## config.mk

```make
export PLATFORM = sky130hd
export DESIGN_NAME = ser_mem_streamer
export DESIGN_NICKNAME = d
export VERILOG_FILES = /design/src/rtl/smst_pkg.sv /design/src/rtl/smst_sync.sv /design/src/rtl/smst_mode_latch.sv /design/src/rtl/smst_sequencer.sv /design/src/rtl/ser_mem_streamer.sv
export SDC_FILE = /design/constraint.sdc
export NUM_CORES = 1
export LEC_CHECK = 0
export BUFFER_PORTS_ARGS = -buffer_cell sky130_fd_sc_hd__buf_2
export CORE_MARGIN = 2
export CORE_UTILIZATION = 48
export DETAILED_ROUTE_END_ITERATION = 8
export GPL_TIMING_DRIVEN = 1
export PLACE_DENSITY_LB_ADDON = 0.1
export SLEW_MARGIN = 20
export SYNTH_ARGS = -nofsm -noshare
export SYNTH_HDL_FRONTEND = slang
export SYNTH_HIERARCHICAL = 1
export SYNTH_SLANG_ARGS = --single-unit
```

## constraint.sdc

```tcl
create_clock -name clk -period 2.22 [get_ports clk]
set_input_delay 0.444 -clock clk [delete_from_list [all_inputs] [get_ports clk]]
set_output_delay 0.444 -clock clk [all_outputs]
set_load 0.05 [all_outputs]
```

## src/rtl/smst_pkg.sv

```systemverilog
package smst_pkg;
   // Sequencer phase: hold the line released while counting, then stream.
   typedef enum logic {
      PH_WARMUP = 1'b0,
      PH_STREAM = 1'b1
   } smst_phase_t;
endpackage

```

## src/rtl/smst_sync.sv

```systemverilog
module smst_sync #(
   parameter int unsigned STAGES    = 2,
   parameter bit          RESET_VAL = 1'b0
) (
   input  logic clk,
   input  logic rst_n,
   input  logic d_raw,
   output logic q_sync
);
   if (STAGES < 2) begin : g_bad_stages
      $error("smst_sync: STAGES must be at least 2");
   end

   logic [STAGES-1:0] chain_q;

   for (genvar i = 0; i < STAGES; i++) begin : g_stage
      always_ff @(posedge clk) begin
         if (!rst_n) begin
            chain_q[i] <= RESET_VAL;
         end else begin
            if (i == 0) chain_q[i] <= d_raw;
            else        chain_q[i] <= chain_q[(i == 0) ? 0 : i-1];
         end
      end
   end

   assign q_sync = chain_q[STAGES-1];
endmodule

```

## src/rtl/smst_mode_latch.sv

```systemverilog
module smst_mode_latch #(
   parameter int unsigned SYNC_STAGES = 2
) (
   input  logic clk,
   input  logic rst_n,
   input  logic bus_clk_raw,
   output logic bus_fall,
   output logic mode_q
);
   logic bus_s;
   logic bus_d;

   // Idle level of the bus clock is high, so a reset value of 1 gives no false edge.
   smst_sync #(.STAGES(SYNC_STAGES), .RESET_VAL(1'b1)) u_bus_sync (
      .clk    (clk),
      .rst_n  (rst_n),
      .d_raw  (bus_clk_raw),
      .q_sync (bus_s)
   );

   always_ff @(posedge clk) begin
      if (!rst_n) begin
         bus_d  <= 1'b1;
         mode_q <= 1'b0;
      end else begin
         bus_d <= bus_s;
         if (bus_fall) mode_q <= 1'b1;
      end
   end

   assign bus_fall = bus_d & ~bus_s;
endmodule

```

## src/rtl/smst_sequencer.sv

```systemverilog
module smst_sequencer
   import smst_pkg::*;
#(
   parameter int unsigned ADDR_W     = 7,
   parameter int unsigned DATA_W     = 8,
   parameter int unsigned WARM_EDGES = 9
) (
   input  logic              clk,
   input  logic              rst_n,
   input  logic              step,
   input  logic [ADDR_W-1:0] start_addr,
   input  logic [DATA_W-1:0] rdata,
   output logic [ADDR_W-1:0] addr_q,
   output logic              bit_q,
   output logic              drive_q
);
   localparam int unsigned BIT_W  = $clog2(DATA_W + 1);
   localparam int unsigned WARM_W = $clog2(WARM_EDGES + 1);
   localparam logic [BIT_W-1:0]  NULL_SLOT = BIT_W'(DATA_W);
   localparam logic [WARM_W-1:0] WARM_LAST = WARM_W'(WARM_EDGES - 1);

   if (WARM_EDGES < 1) begin : g_bad_warm
      $error("smst_sequencer: WARM_EDGES must be at least 1");
   end
   if (DATA_W < 2) begin : g_bad_width
      $error("smst_sequencer: DATA_W must be at least 2");
   end

   smst_phase_t       phase_q;
   logic [WARM_W-1:0] warm_q;
   logic [BIT_W-1:0]  slot_q;
   logic [DATA_W-1:0] shift_q;

   always_ff @(posedge clk) begin
      if (!rst_n) begin
         phase_q <= PH_WARMUP;
         warm_q  <= '0;
         slot_q  <= '0;
         shift_q <= '0;
         addr_q  <= start_addr;
         bit_q   <= 1'b1;
         drive_q <= 1'b0;
      end else if (step) begin
         if (phase_q == PH_WARMUP) begin
            warm_q <= warm_q + 1'b1;
            if (warm_q == WARM_LAST) phase_q <= PH_STREAM;
         end else if (slot_q == '0) begin
            bit_q   <= rdata[DATA_W-1];
            shift_q <= {rdata[DATA_W-2:0], 1'b0};
            drive_q <= 1'b1;
            slot_q  <= slot_q + 1'b1;
         end else if (slot_q == NULL_SLOT) begin
            bit_q   <= 1'b1;
            drive_q <= 1'b0;
            slot_q  <= '0;
            addr_q  <= addr_q + 1'b1;
         end else begin
            bit_q   <= shift_q[DATA_W-1];
            shift_q <= {shift_q[DATA_W-2:0], 1'b0};
            slot_q  <= slot_q + 1'b1;
         end
      end
   end
endmodule

```

## src/rtl/ser_mem_streamer.sv

```systemverilog
module ser_mem_streamer #(
   parameter int unsigned ADDR_W      = 7,
   parameter int unsigned DATA_W      = 8,
   parameter int unsigned WARM_EDGES  = 9,
   parameter int unsigned SYNC_STAGES = 2
) (
   input  logic              clk,
   input  logic              rst_n,
   input  logic              tx_clk_in,
   input  logic              bus_clk_in,
   input  logic [ADDR_W-1:0] start_addr,
   output logic [ADDR_W-1:0] mem_addr,
   input  logic [DATA_W-1:0] mem_rdata,
   output logic              data_out,
   output logic              data_oe,
   output logic              bidir_mode
);
   logic tx_s;
   logic tx_d;
   logic tx_rise;
   logic bus_fall;
   logic mode_q;
   logic bit_q;
   logic drive_q;

   smst_sync #(.STAGES(SYNC_STAGES), .RESET_VAL(1'b0)) u_tx_sync (
      .clk    (clk),
      .rst_n  (rst_n),
      .d_raw  (tx_clk_in),
      .q_sync (tx_s)
   );

   always_ff @(posedge clk) begin
      if (!rst_n) tx_d <= 1'b0;
      else        tx_d <= tx_s;
   end

   assign tx_rise = tx_s & ~tx_d;

   smst_mode_latch #(.SYNC_STAGES(SYNC_STAGES)) u_mode (
      .clk         (clk),
      .rst_n       (rst_n),
      .bus_clk_raw (bus_clk_in),
      .bus_fall    (bus_fall),
      .mode_q      (mode_q)
   );

   smst_sequencer #(
      .ADDR_W     (ADDR_W),
      .DATA_W     (DATA_W),
      .WARM_EDGES (WARM_EDGES)
   ) u_seq (
      .clk        (clk),
      .rst_n      (rst_n),
      .step       (tx_rise & ~mode_q),
      .start_addr (start_addr),
      .rdata      (mem_rdata),
      .addr_q     (mem_addr),
      .bit_q      (bit_q),
      .drive_q    (drive_q)
   );

   assign data_oe    = drive_q & ~mode_q;
   assign data_out   = bit_q | mode_q;
   assign bidir_mode = mode_q;
endmodule

```

# Yosys cells after proc, flatten, opt, wreduce, memory -nomap -nowiden
# Index checks and enable logic that the tools add are counted.
# Widths: inputs -> output; s select.
[word_totals]
input_bits = 19
regBits = 33
output_inout_bits = 10
word_cells = 55
[op_classes]
add_sub_neg = 3
n_mux = 15
n_eq_ne = 7
bitwise_logic = 9
n_reduce_logical = 7
[op_table]
columns = ["operator", "n"]
rows = [
  ["$mux 7", 5],
  ["$mux 8", 2],
  ["$add 4x1->4 const B", 2],
  ["$eq 4x4->1 const B", 2],
  ["$mux 4", 2],
  ["$ne 2x1->1 const B", 4],
  ["$add 7x1->7 const B", 1],
  ["$mux 1", 6],
  ["$reduce_and 3->1", 2],
  ["$and 1x1->1", 4],
  ["$logic_not 4->1", 1],
  ["$not 1->1", 4],
  ["$reduce_and 2->1", 2],
  ["$reduce_and 4->1", 1],
  ["$ne 2x2->1 const B", 1],
  ["$reduce_bool 2->1", 1],
  ["$or 1x1->1", 1],
]

# Depth between registers and ports, before layout
# Gate-level depths: netlist of the first run.
[logic_depth]
depth_word = 6
depth_mapped = 6
ltp_nobuf = 5

# Hierarchy
# Netlist of the first run, hierarchy kept.
[by_module_without_submodules]
columns = ["module", "seq_area_each_um2", "n_inst", "area_each_um2", "cells_per_inst"]
rows = [
  ["smst_sequencer", 570.5, 1, 1295.0, 135],
  ["smst_sync", 40.0, 2, 52.6, 4],
  ["smst_mode_latch", 40.0, 1, 67.6, 5],
  ["ser_mem_streamer", 20.0, 1, 46.3, 5],
]

# Worst setup path before layout of the first run
# No wires, ideal clock.
[synth_timing]
path_type = "register -> register"
start = "reg u_mode.mode_q"
end = "reg u_seq.addr_q[0], enable pin"
setup_time_ns = 0.381
period_less_slack_ns = 2.360
stages_incl_launch_ff = 5
path_slack_ns = -0.140
path_buffers = 1
required_time_ns = 1.839
arrival_ns = 1.980
path_cell_list = "dfxtp_1 -> nor3b_1 -> nand2_1 -> buf_2 -> o21ai_0"
[synth_via]
elab_chain_len = 4
[synth_lines]
columns = ["item", "line_no", "text"]
rows = [
  ["start: declaration", "smst_mode_latch.sv:8", "output logic mode_q"],
  ["start signal: assignment", "smst_mode_latch.sv:24", "mode_q <= 1'b0;"],
  ["start signal: assignment", "smst_mode_latch.sv:27", "if (bus_fall) mode_q <= 1'b1;"],
  ["$not 1->1", "ser_mem_streamer.sv:55", ".step (tx_rise & ~mode_q),"],
  ["$and 1x1->1", "ser_mem_streamer.sv:55", ""],
  ["$ne 2x1->1 (no source line)", "n/a", ""],
  ["$reduce_and 4->1 (no source line)", "n/a", ""],
  ["end signal: assignment", "smst_sequencer.sv:40", "addr_q <= start_addr;"],
  ["end signal: assignment", "smst_sequencer.sv:56", "addr_q <= addr_q + 1'b1;"],
  ["end: declaration", "smst_sequencer.sv:13", "output logic [ADDR_W-1:0] addr_q,"],
]
# No other way between the ends.
# A chain may end at the register's enable or synchronous reset.

# Worst setup path in the final report of the first run
# Ends and elaborated chain as after synthesis.

==> results of run 1 <==
==> flip-flops by register name, summed over array words and instances, names as in the netlist <==
name and count:
u_seq/phase_q 1, u_seq/addr_q 7, u_mode/u_bus_sync/q_sync 1, u_tx_sync/chain_q 1
u_seq/shift_q 7, u_seq/bit_q 1, u_seq/slot_q 4, u_seq/warm_q 4
u_tx_sync/q_sync 1, u_mode/u_bus_sync/chain_q 1, u_mode/bus_d 1, u_seq/drive_q 1
u_mode/mode_q 1, tx_d 1
==> routing by layer <==
layer | track usage, % | vias up | routed length, um
met5 | 0 | - | 0
met4 | 8.89 | 0 | 36
met3 | 4.55 | 5 | 106
met2 | 29.7 | 18 | 1340
met1 | 22.4 | 559 | 1330
li1 | - | 600 | -
==> where the power goes <==
group | total [mW] | internal, mW | switching, mW
combinational | 0.124 | 0.0436 | 0.0806
clock | 0.301 | 0.116 | 0.185
sequential | 0.628 | 0.614 | 0.0132
==> area by class of cell <==
| class | count | area [sq um] | share of cell area, % |
|---|---|---|---|
| multi-input combinational | 103 | 727 | 41.5 |
| sequential | 32 | 711 | 40.6 |
| timing repair buffer | 31 | 163 | 9.29 |
| tap | 44 | 55.1 | 3.14 |
| inverter | 12 | 45.0 | 2.57 |
| clock buffer | 5 | 37.5 | 2.14 |
| clock inverter | 3 | 13.8 | 0.786 |
==> layout by cell type, fill, tap and decap left out, types with 3 or more instances in the layout <==
cell type,n
nand2_1,9
ha_1,5
nand2b_1,4
edfxtp_1,7
a31oi_1,3
clkbuf_4,5
mux2i_1,3
xnor2_1,3
dfxtp_1,25
buf_4,3
o21ai_0,4
nor3_1,13
nand3_1,5
nor2_1,11
a2111oi_2,5
a21oi_1,6
inv_1,12
buf_2,28
and2_1,3
or3_1,3
==> cell families (layout without fill, tap and decap cells) <==
| kind of cell | count (synthesis) | after routing | synth area share, % |
|---|---|---|---|
| AO/OA/AOI/OAI | 26 | 26 | 13.6 |
| XOR/XNOR | 5 | 5 | 2.89 |
| adder cells (fa/ha/maj) | 5 | 5 | 4.13 |
| buffers and inverters | 18 | 51 | 5.04 |
| flip-flops | 32 | 32 | 46.9 |
| multiplexers | 4 | 4 | 2.73 |
| AND/OR/NAND/NOR | 63 | 63 | 24.6 |
==> critical path: cells and delay by family, from the launching register on <==
family / cells / cell delay (ps)
flip-flops: 1 / 360
AO/OA/AOI/OAI: 1 / 210
buffers and inverters: 2 / 360
AND/OR/NAND/NOR: 2 / 440
==> how the worst max path moves through the flow <==
stage               cells after the start  slack (ps)                        from                        end
floorplan                               4          60  u_mode/mode_q$_SDFFE_PN0P_  u_seq/addr_q[0]$_DFFE_PP_
global placement                        5         630  u_mode/mode_q$_SDFFE_PN0P_  u_seq/addr_q[3]$_DFFE_PP_
detailed placement                      5         590  u_mode/mode_q$_SDFFE_PN0P_  u_seq/addr_q[5]$_DFFE_PP_
CTS                                     5         570  u_mode/mode_q$_SDFFE_PN0P_  u_seq/addr_q[5]$_DFFE_PP_
global route                            5         390  u_mode/mode_q$_SDFFE_PN0P_  u_seq/addr_q[5]$_DFFE_PP_
finish                                  5         580  u_mode/mode_q$_SDFFE_PN0P_  u_seq/addr_q[0]$_DFFE_PP_
==> out/qor.yml, run 1 <==
flow_run:
  cap_violations: 0
synthesis:
  yosysUniqueCellTypes: 42
  synth_edf_count: 7
  synthTopCellsByArea: "dfxtp_1 33%, edfxtp_1 14%, a2111oi_2 5.0%"
  async_flop_share_pct: 0
  ys_seq_area_share_pct: 46.9
  yosys_warnings: 6
  synth_area_sq_um: 1510
  avgSynthCellArea_sq_um: 9.90
  ys.flop_type: "dfxtp_1"
  syn_nets: 177
  syn_inst: 153
  yosysMostFrequentCell: "dfxtp_1"
  ys_seq_elements: 32
  yosysTopAreaCellShare_pct: 33.1
  synth_top_area_cell: "dfxtp_1"
  yosys-top-cells-count: "25 x dfxtp_1, 13 x nor3_1, 12 x inv_1, 11 x nor2_1, 9 x nand2_1"
setup_path:
  rr_startpoint: "u_mode/mode_q$_SDFFE_PN0P_"
  r2r_slack_ps: 580
  critical_path_required_ps: 2260
  max_stage_delay_ps: 360
  crit_chain: "nor3b_1 > buf_4 > nand2_1 > o21ai_1 > buf_4"
  r2r_cells: 5
  r2r_end: "u_seq/addr_q[0]$_DFFE_PP_"
  cpMaxStageDelayCell: "dfxtp_1"
  path_common_cell: "buf_4"
  start_kind: "register"
  cp-end-kind: "register"
  cp.arrival_ps: 1680
  worstPathMaxFanout: 12
  path_class: "reg2reg"
placement:
  dp_hpwl_mm: 2.03
  placed_cells: 222
  pre_cts_slack_ps: 590
  place_congestion: 0.767
  io_buffer_count: 28
  dpl-instance-area_sq_um: 1700
final_layout:
  diodes: 0
  num-fill-cells: 291
  final_util_pct: 57.9
  stdcell_count: 230
  area_growth_pct: 15.7
  fin_area_sq_um: 1750
  drive_gt1_share_pct: 27.4
  nets: 209
sta:
  final_hold_viol_count: 0
  final.period_utilization_pct: 73.8
  finalSetupViolations: 0
  max_freq_mhz: 610
  grt_setup_unrepaired: "no"
  fin_crit_ps: 1640
  relSlewSlack_pct: 55.5
  fin_setup_tns_ps: 0
  fin_skew_ps: 6.10
  worst_pin_slew_ps: 667
  setup_slack_ps: 582
  hold_slack_ps: 308
  finalMaxSlewViolations: 0
global_route:
  antenna_found_initial: 0
  grt_usage_pct: 18.2
  grt_start_max_net_pins: 26
  grt.overflow.total: 0
  grt_pass1_wl_mm: 4.82
  grt_pass1_vias: 1127
die:
  core-area_sq_um: 3030
  die-area_sq_um: 3620
  start_util_pct: 50.0
  die_w_um: 60.2
  num_rows: 20
  dieHeight_um: 60.2
  io_pins: 29
routing:
  wl_per_cell_um: 12.3
  initialDrtViolationCount: 41
  viasPerCell: 5.14
  dr.pass1.iters: 4
  ant_nets: 0
  remaining_drc_errors: 0
  vias: 1182
  drt-total-wl_mm: 2.82
clock_network:
  cts-root-buf: "clkbuf_4"
  cts_hold_buf: 0
  clkSinkCount: 32
  cts_resized: 0
  post_cts_buffers: 0
  clock_path_buffers: 2
  htreeDepth: 2
  cts_tree: "yes"
  worstSkewPairLatency_ps: 320
  path_clk_slew_ps: 90
  cts_made_buffers: 5
min_path:
  worstHoldStart: "bus_clk_in"
  holdPathStages: 2
  hold_class: "in2reg"
  min_delay_worst_endpoint: "u_mode/u_bus_sync/chain_q[0]$_SDFF_PN1_"
power_and_ir_drop:
  vdd_drop_max_mv: 0.395
  p_per_area_nw_per_um2: 601
  design_power_total_mw: 1.05
  power_leakage_nw: 0.672
run_status:
  status: "complete, no violations"
(Power assumes the default switching activity.)
==> inputs of run 2 (changes only) <==
==> constraint.sdc (replaced) <==
create_clock -name clk -period 1.5 [get_ports clk]
set_input_delay 0.3 -clock clk [delete_from_list [all_inputs] [get_ports clk]]
set_output_delay 0.3 -clock clk [all_outputs]
set_load 0.05 [all_outputs]
==> run 2 against run 1 <==
Critical path depth decreased by 3. Sequential share of layout area decreased by 2.5 points. Utilization increased by 4.2 points. Die area unchanged. Clock skew increased by 7.0 ps. Cell area increased by 7.2%. Non-clock buffer count increased by 6. Clock power increased by 84%. Critical endpoint is now data_out. Largest power group unchanged.
==> out/qor.yml, run 2 (synthesized netlist as in run 1, its figures left out) <==
sta:
  final.period_utilization_pct: 95.2
  fin_skew_ps: 13.1  # +7.03 ps
  max_freq_mhz: 700
  finalMaxSlewViolations: 0  # unchanged
  grt_setup_unrepaired: "yes"
  relSlewSlack_pct: 81.1  # +26 points
  final_hold_viol_count: 0  # unchanged
  worst_pin_slew_ps: 283  # -384 ps
  hold_slack_ps: 150  # -157 ps
  fin_crit_ps: 1430
  finalSetupViolations: 0  # unchanged
clock_network:
  cts_hold_buf: 0  # unchanged
  post_cts_buffers: 0  # unchanged
  path_clk_slew_ps: 80  # about the same
  cts-root-buf: "clkbuf_4"
  clock_path_buffers: 2  # unchanged
  cts_tree: "yes"
  htreeDepth: 2  # unchanged
  cts_made_buffers: 5  # unchanged
  clkSinkCount: 32  # unchanged
  worstSkewPairLatency_ps: 340  # +20 ps
final_layout:
  area_growth_pct: 24.0
  stdcell_count: 236  # +2.6%
  layout_commonest_cell: "buf_2"
  nets: 215  # +2.9%
  diodes: 0  # unchanged
  mostFrequentLayoutCells: "28 x buf_2, 24 x dfxtp_1, 12 x inv_1, 12 x nor3_1, 11 x nor2_1"
  reg_top3: "u_seq/addr_q x7, u_seq/shift_q x7"
  drive_gt1_share_pct: 34.4  # +7.0 points
flow_run:
  cap_violations: 0  # unchanged
min_path:
  hold_class: "in2reg"
placement:
  io_buffer_count: 28  # unchanged
  placed_cells: 228  # +2.7%
  place_congestion: 0.782  # +1.9%
  dp_hpwl_mm: 2.12  # +4.2%
global_route:
  grt_usage_pct: 18.0  # -0.25 points
  grt_pass1_wl_mm: 4.64  # -3.7%
  grt.overflow.total: 0  # unchanged
  grt_pass1_vias: 1079  # -4.3%
  antenna_found_initial: 0  # unchanged
  grt_start_max_net_pins: 17  # -35%
setup_path:
  critical_path_required_ps: 1200  # -1060 ps
  crit_chain: "or2_1 > buf_2"
  cp.arrival_ps: 1130  # -550 ps
  cp-end-kind: "primary output"
  max_stage_delay_ps: 370  # about the same
  cpMaxStageDelayCell: "dfxtp_4"
  path_class: "reg2out"
  worstPathMaxFanout: 5  # -7
  start_kind: "register"
die:
  dieHeight_um: 60.2  # unchanged
  num_rows: 20  # unchanged
  die-area_sq_um: 3620  # unchanged
  die_w_um: 60.2  # unchanged
  core-area_sq_um: 3030  # unchanged
  start_util_pct: 50.0  # unchanged
  io_pins: 29  # unchanged
routing:
  dr.pass1.iters: 4  # unchanged
  remaining_drc_errors: 0  # unchanged
  viasPerCell: 5.15  # +0.18%
  ant_nets: 0  # unchanged
  drt-total-wl_mm: 2.88  # +2.2%
  wl_per_cell_um: 12.2  # -0.36%
  vias: 1215  # +2.8%
  initialDrtViolationCount: 27  # -34%
power_and_ir_drop:
  power_leakage_nw: 0.717  # +6.7%
  p_per_area_nw_per_um2: 891  # +48%
  vdd_drop_max_mv: 0.618  # +56%
run_status:
  status: "complete, no violations"
-- run 2: layout make-up --
class	count	area [sq um]
repair buffers	37	208
multi-input cells	103	787
flip-flops and latches	32	714
fillers	288	1150
well taps	44	55.1
clock buffers	8	68.8
inverters	12	45.0
-- run 2: worst max-delay path: cells and delay by family, from the launching register on --
kind / cells / cell delay, ps
buffers and inverters: 1 / 210
flip-flops: 1 / 370
AND/OR/NAND/NOR: 1 / 220
-- run 2: final timing paths --
check | from | endpoint | slack (ps) | cells after the start
max | u_mode/mode_q$_SDFFE_PN0P_ | data_out | 70 | 2
min | bus_clk_in | u_mode/u_bus_sync/chain_q[0]$_SDFF_PN1_ | 150 | 2
max reg2reg | u_mode/mode_q$_SDFFE_PN0P_ | u_seq/shift_q[5]$_SDFFE_PN0P_ | 100 | 4
min reg2reg | u_mode/u_bus_sync/chain_q[0]$_SDFF_PN1_ | u_mode/u_bus_sync/q_sync$_SDFF_PN1_ | 430 | 1
-- run 2: metal layers --
layer | share of wire, % | GRT usage (%) | vias up | routed length [um]
met5 | 0 | 0 | - | 0
met4 | 2.3 | 9.52 | 0 | 65
met3 | 4.6 | 6.49 | 6 | 133
met2 | 48 | 29.3 | 23 | 1380
met1 | 45 | 20.3 | 570 | 1300
li1 | - | - | 616 | -
-- run 2: what timing repair did --
action / in CTS / in global routing
resized for setup: 1 / 5
hold endpoints to repair: 0 / 0
pin swaps: 0 / 1
setup endpoints to repair: 3 / 15
-- run 2: report_power, final --
part	total [mW]	leakage (nW)	switching, mW	internal (mW)
Combinational	0.189	0.407	0.118	0.0708
Clock	0.554	0.0386	0.278	0.275
Sequential	0.931	0.271	0.0223	0.909
Total	1.67	0.717	0.419	1.25
-- run 2: metrics by stage --
stage               area (sq um)  util [%]  power, mW  setup slack (ps)  TNS [ps]
floorplan                   1550         -       1.08              -171      -325
global route                1880      62.0       1.75             -24.2     -28.5
detailed placement          1780      58.8       1.14              4.99         0
CTS                         1850      61.1       1.70              2.74         0
finish                      1880      62.0       1.67              72.1         0
global placement            1780      58.8       1.14              72.0         0
==> inputs of run 3 (changes only) <==
--- a/config.mk
+++ b/config.mk
@@ -7,10 +7,9 @@
 export LEC_CHECK = 0
 export BUFFER_PORTS_ARGS = -buffer_cell sky130_fd_sc_hd__buf_2
 export CORE_MARGIN = 2
-export CORE_UTILIZATION = 48
+export CORE_UTILIZATION = 35
 export DETAILED_ROUTE_END_ITERATION = 8
 export GPL_TIMING_DRIVEN = 1
-export PLACE_DENSITY_LB_ADDON = 0.1
 export SLEW_MARGIN = 20
 export SYNTH_ARGS = -nofsm -noshare
 export SYNTH_HDL_FRONTEND = slang
==> run 3 against run 2 <==
Wire length grew 10%. Hold slack gained 49 ps. Power grew 7.2%. First-iteration DRC count grew to 2.6 times the previous value. Combinational power grew 4%. Via count shrank 0.74%. Utilization shrank 14 points. Final cell count grew 2.5%. Register-to-register slack lost 50 ps. Critical path type is now reg2reg. Maximum frequency shrank 1.6%.
==> out/qor.yml, run 3 (synthesized netlist as in run 1, its figures left out) <==
run_status:
  status: "complete, no violations"
final_layout:
  diodes: 0  # unchanged
  num-fill-cells: 376  # +31%
  drive_gt1_share_pct: 36.5  # +2.1 points
  final_util_pct: 48.5  # -14 points
  stdcell_count: 242  # +2.5%
  mostFrequentLayoutCells: "28 x buf_2, 24 x dfxtp_1, 12 x inv_1"
  reg_top3: "u_seq/addr_q x7, u_seq/shift_q x7"
  layout_commonest_cell: "buf_2"
  nets: 215  # unchanged
  area_growth_pct: 30.9
die:
  num_rows: 23  # +15%
  dieHeight_um: 69.8  # +16%
  die_w_um: 69.8  # +16%
  core-area_sq_um: 4090  # +35%
  start_util_pct: 37.0  # -13 points
  io_pins: 29  # unchanged
  die-area_sq_um: 4870  # +34%
setup_path:
  critical_path_required_ps: 1680  # +480 ps
  cp-end-kind: "register"
  start_kind: "register"
  r2r_cells: 5  # +1
  cp.arrival_ps: 1630  # +500 ps
  path_class: "reg2reg"
  worstPathMaxFanout: 7  # +2
global_route:
  antenna_found_initial: 0  # unchanged
  grt_usage_pct: 13.6  # -4.4 points
  use_met2_pct: 21.4  # -8.0 points
  grt_util_met3_pct: 5.38  # -1.1 points
  grt_pass1_wl_mm: 5.24  # +13%
  grt_pass1_vias: 1167  # +8.2%
  busiest_layer: "met2"
  grt_util_met1_pct: 16.8  # -3.6 points
  grt.overflow.total: 0  # unchanged
  grt_start_max_net_pins: 16  # -1
routing:
  viasPerCell: 4.98  # -3.2%
  drt-total-wl_mm: 3.18  # +10%
  wl_per_cell_um: 13.1  # +7.5%
  ant_nets: 0  # unchanged
  dr.pass1.iters: 6  # +2
  remaining_drc_errors: 0  # unchanged
  initialDrtViolationCount: 70  # +160%
  vias: 1206  # -0.74%
clock_network:
  path_clk_slew_ps: 60  # -20 ps
  cts_tree: "yes"
  htreeDepth: 2  # unchanged
  worstSkewPairLatency_ps: 280  # -60 ps
  clock_path_buffers: 2  # unchanged
  cts_hold_buf: 0  # unchanged
  clkSinkCount: 32  # unchanged
  cts-root-buf: "clkbuf_8"
  cts_made_buffers: 5  # unchanged
sta:
  relSlewSlack_pct: 81.5  # +0.38 points
  finalMaxSlewViolations: 0  # unchanged
  max_freq_mhz: 689  # -1.6%
  final_hold_viol_count: 0  # unchanged
  finalSetupViolations: 0  # unchanged
  grt_setup_unrepaired: "yes"
  fin_crit_ps: 1450  # +23.0 ps
  final.period_utilization_pct: 96.7  # +1.5 points
  worst_pin_slew_ps: 277  # -6.36 ps
  fin_skew_ps: 3.40  # -9.73 ps
  hold_slack_ps: 200  # +49.3 ps
  setup_slack_ps: 49.1  # -23.0 ps
placement:
  pre_cts_slack_ps: -11.1  # -16.1 ps
  dp_hpwl_mm: 2.29  # +8.1%
  placed_cells: 231  # +1.3%
  io_buffer_count: 28  # unchanged
  place_congestion: 0.781  # about the same
min_path:
  holdPathStages: 2  # unchanged
  hold_class: "in2reg"
power_and_ir_drop:
  vdd_drop_max_mv: 0.615  # -0.50%
  p_per_area_nw_per_um2: 905  # +1.5%
  design_power_total_mw: 1.79  # +7.2%
  power_leakage_nw: 0.734  # +2.3%
flow_run:
  cap_violations: 0  # unchanged
==> run 3: cell counts in the layout (fill, tap and decap cells not counted) <==
No cell type changed its count.
==> run 3: final timing paths <==
kind,startpoint,end,slack (ps)
worst min register to register,u_mode/u_bus_sync/chain_q[0]$_SDFF_PN1_,u_mode/u_bus_sync/q_sync$_SDFF_PN1_,410
worst min-delay path,bus_clk_in,u_mode/u_bus_sync/chain_q[0]$_SDFF_PN1_,200
worst max register to register,u_mode/mode_q$_SDFFE_PN0P_,u_seq/shift_q[4]$_SDFFE_PN0P_,50
worst max-delay path,u_mode/mode_q$_SDFFE_PN0P_,u_seq/shift_q[4]$_SDFFE_PN0P_,50
==> run 3: stage by stage <==
step	area [sq um]	setup TNS [ps]
after floorplan	1550	-325
after global placement	1760	0
after detailed placement	1760	-21.8
after CTS	1860	0
after global routing	1980	-36.6
final	1980	0
==> run 3: critical path, cell delays in order, from the launching register on <==
cell and delay [ps]:
dfxtp_4 360, nor3b_4 200, buf_6 150, and2_4 190
nand2_8 90, a2111oi_2 350
==> run 3: cell type report <==
| class | instances | area [sq um] | area share (%) |
|---|---|---|---|
| multi-input combinational | 103 | 858 | 43.3 |
| inverter | 12 | 45.0 | 2.27 |
| clock buffer | 8 | 90.1 | 4.55 |
| sequential | 32 | 714 | 36.0 |
| timing repair buffer | 37 | 211 | 10.7 |
| tap | 50 | 62.6 | 3.16 |
==> run 3: metal layers <==
| metal | share of wire, % | vias up |
|---|---|---|
| met4 | 1.3 | 0 |
| met5 | 0 | - |
| li1 | - | 617 |
| met1 | 45 | 555 |
| met2 | 48 | 30 |
| met3 | 5.9 | 4 |
==> run 3: report_power, final <==
group	internal, mW	total [mW]	switching (mW)
clock network	0.374	0.666	0.293
logic	0.0719	0.196	0.124
registers	0.910	0.932	0.0217
total	1.36	1.79	0.438
==> run 3: what timing repair did <==
action	CTS	global route
pin swaps	0	3
setup buffers	0	3
setup endpoints to repair	4	17
gates resized for setup	1	15
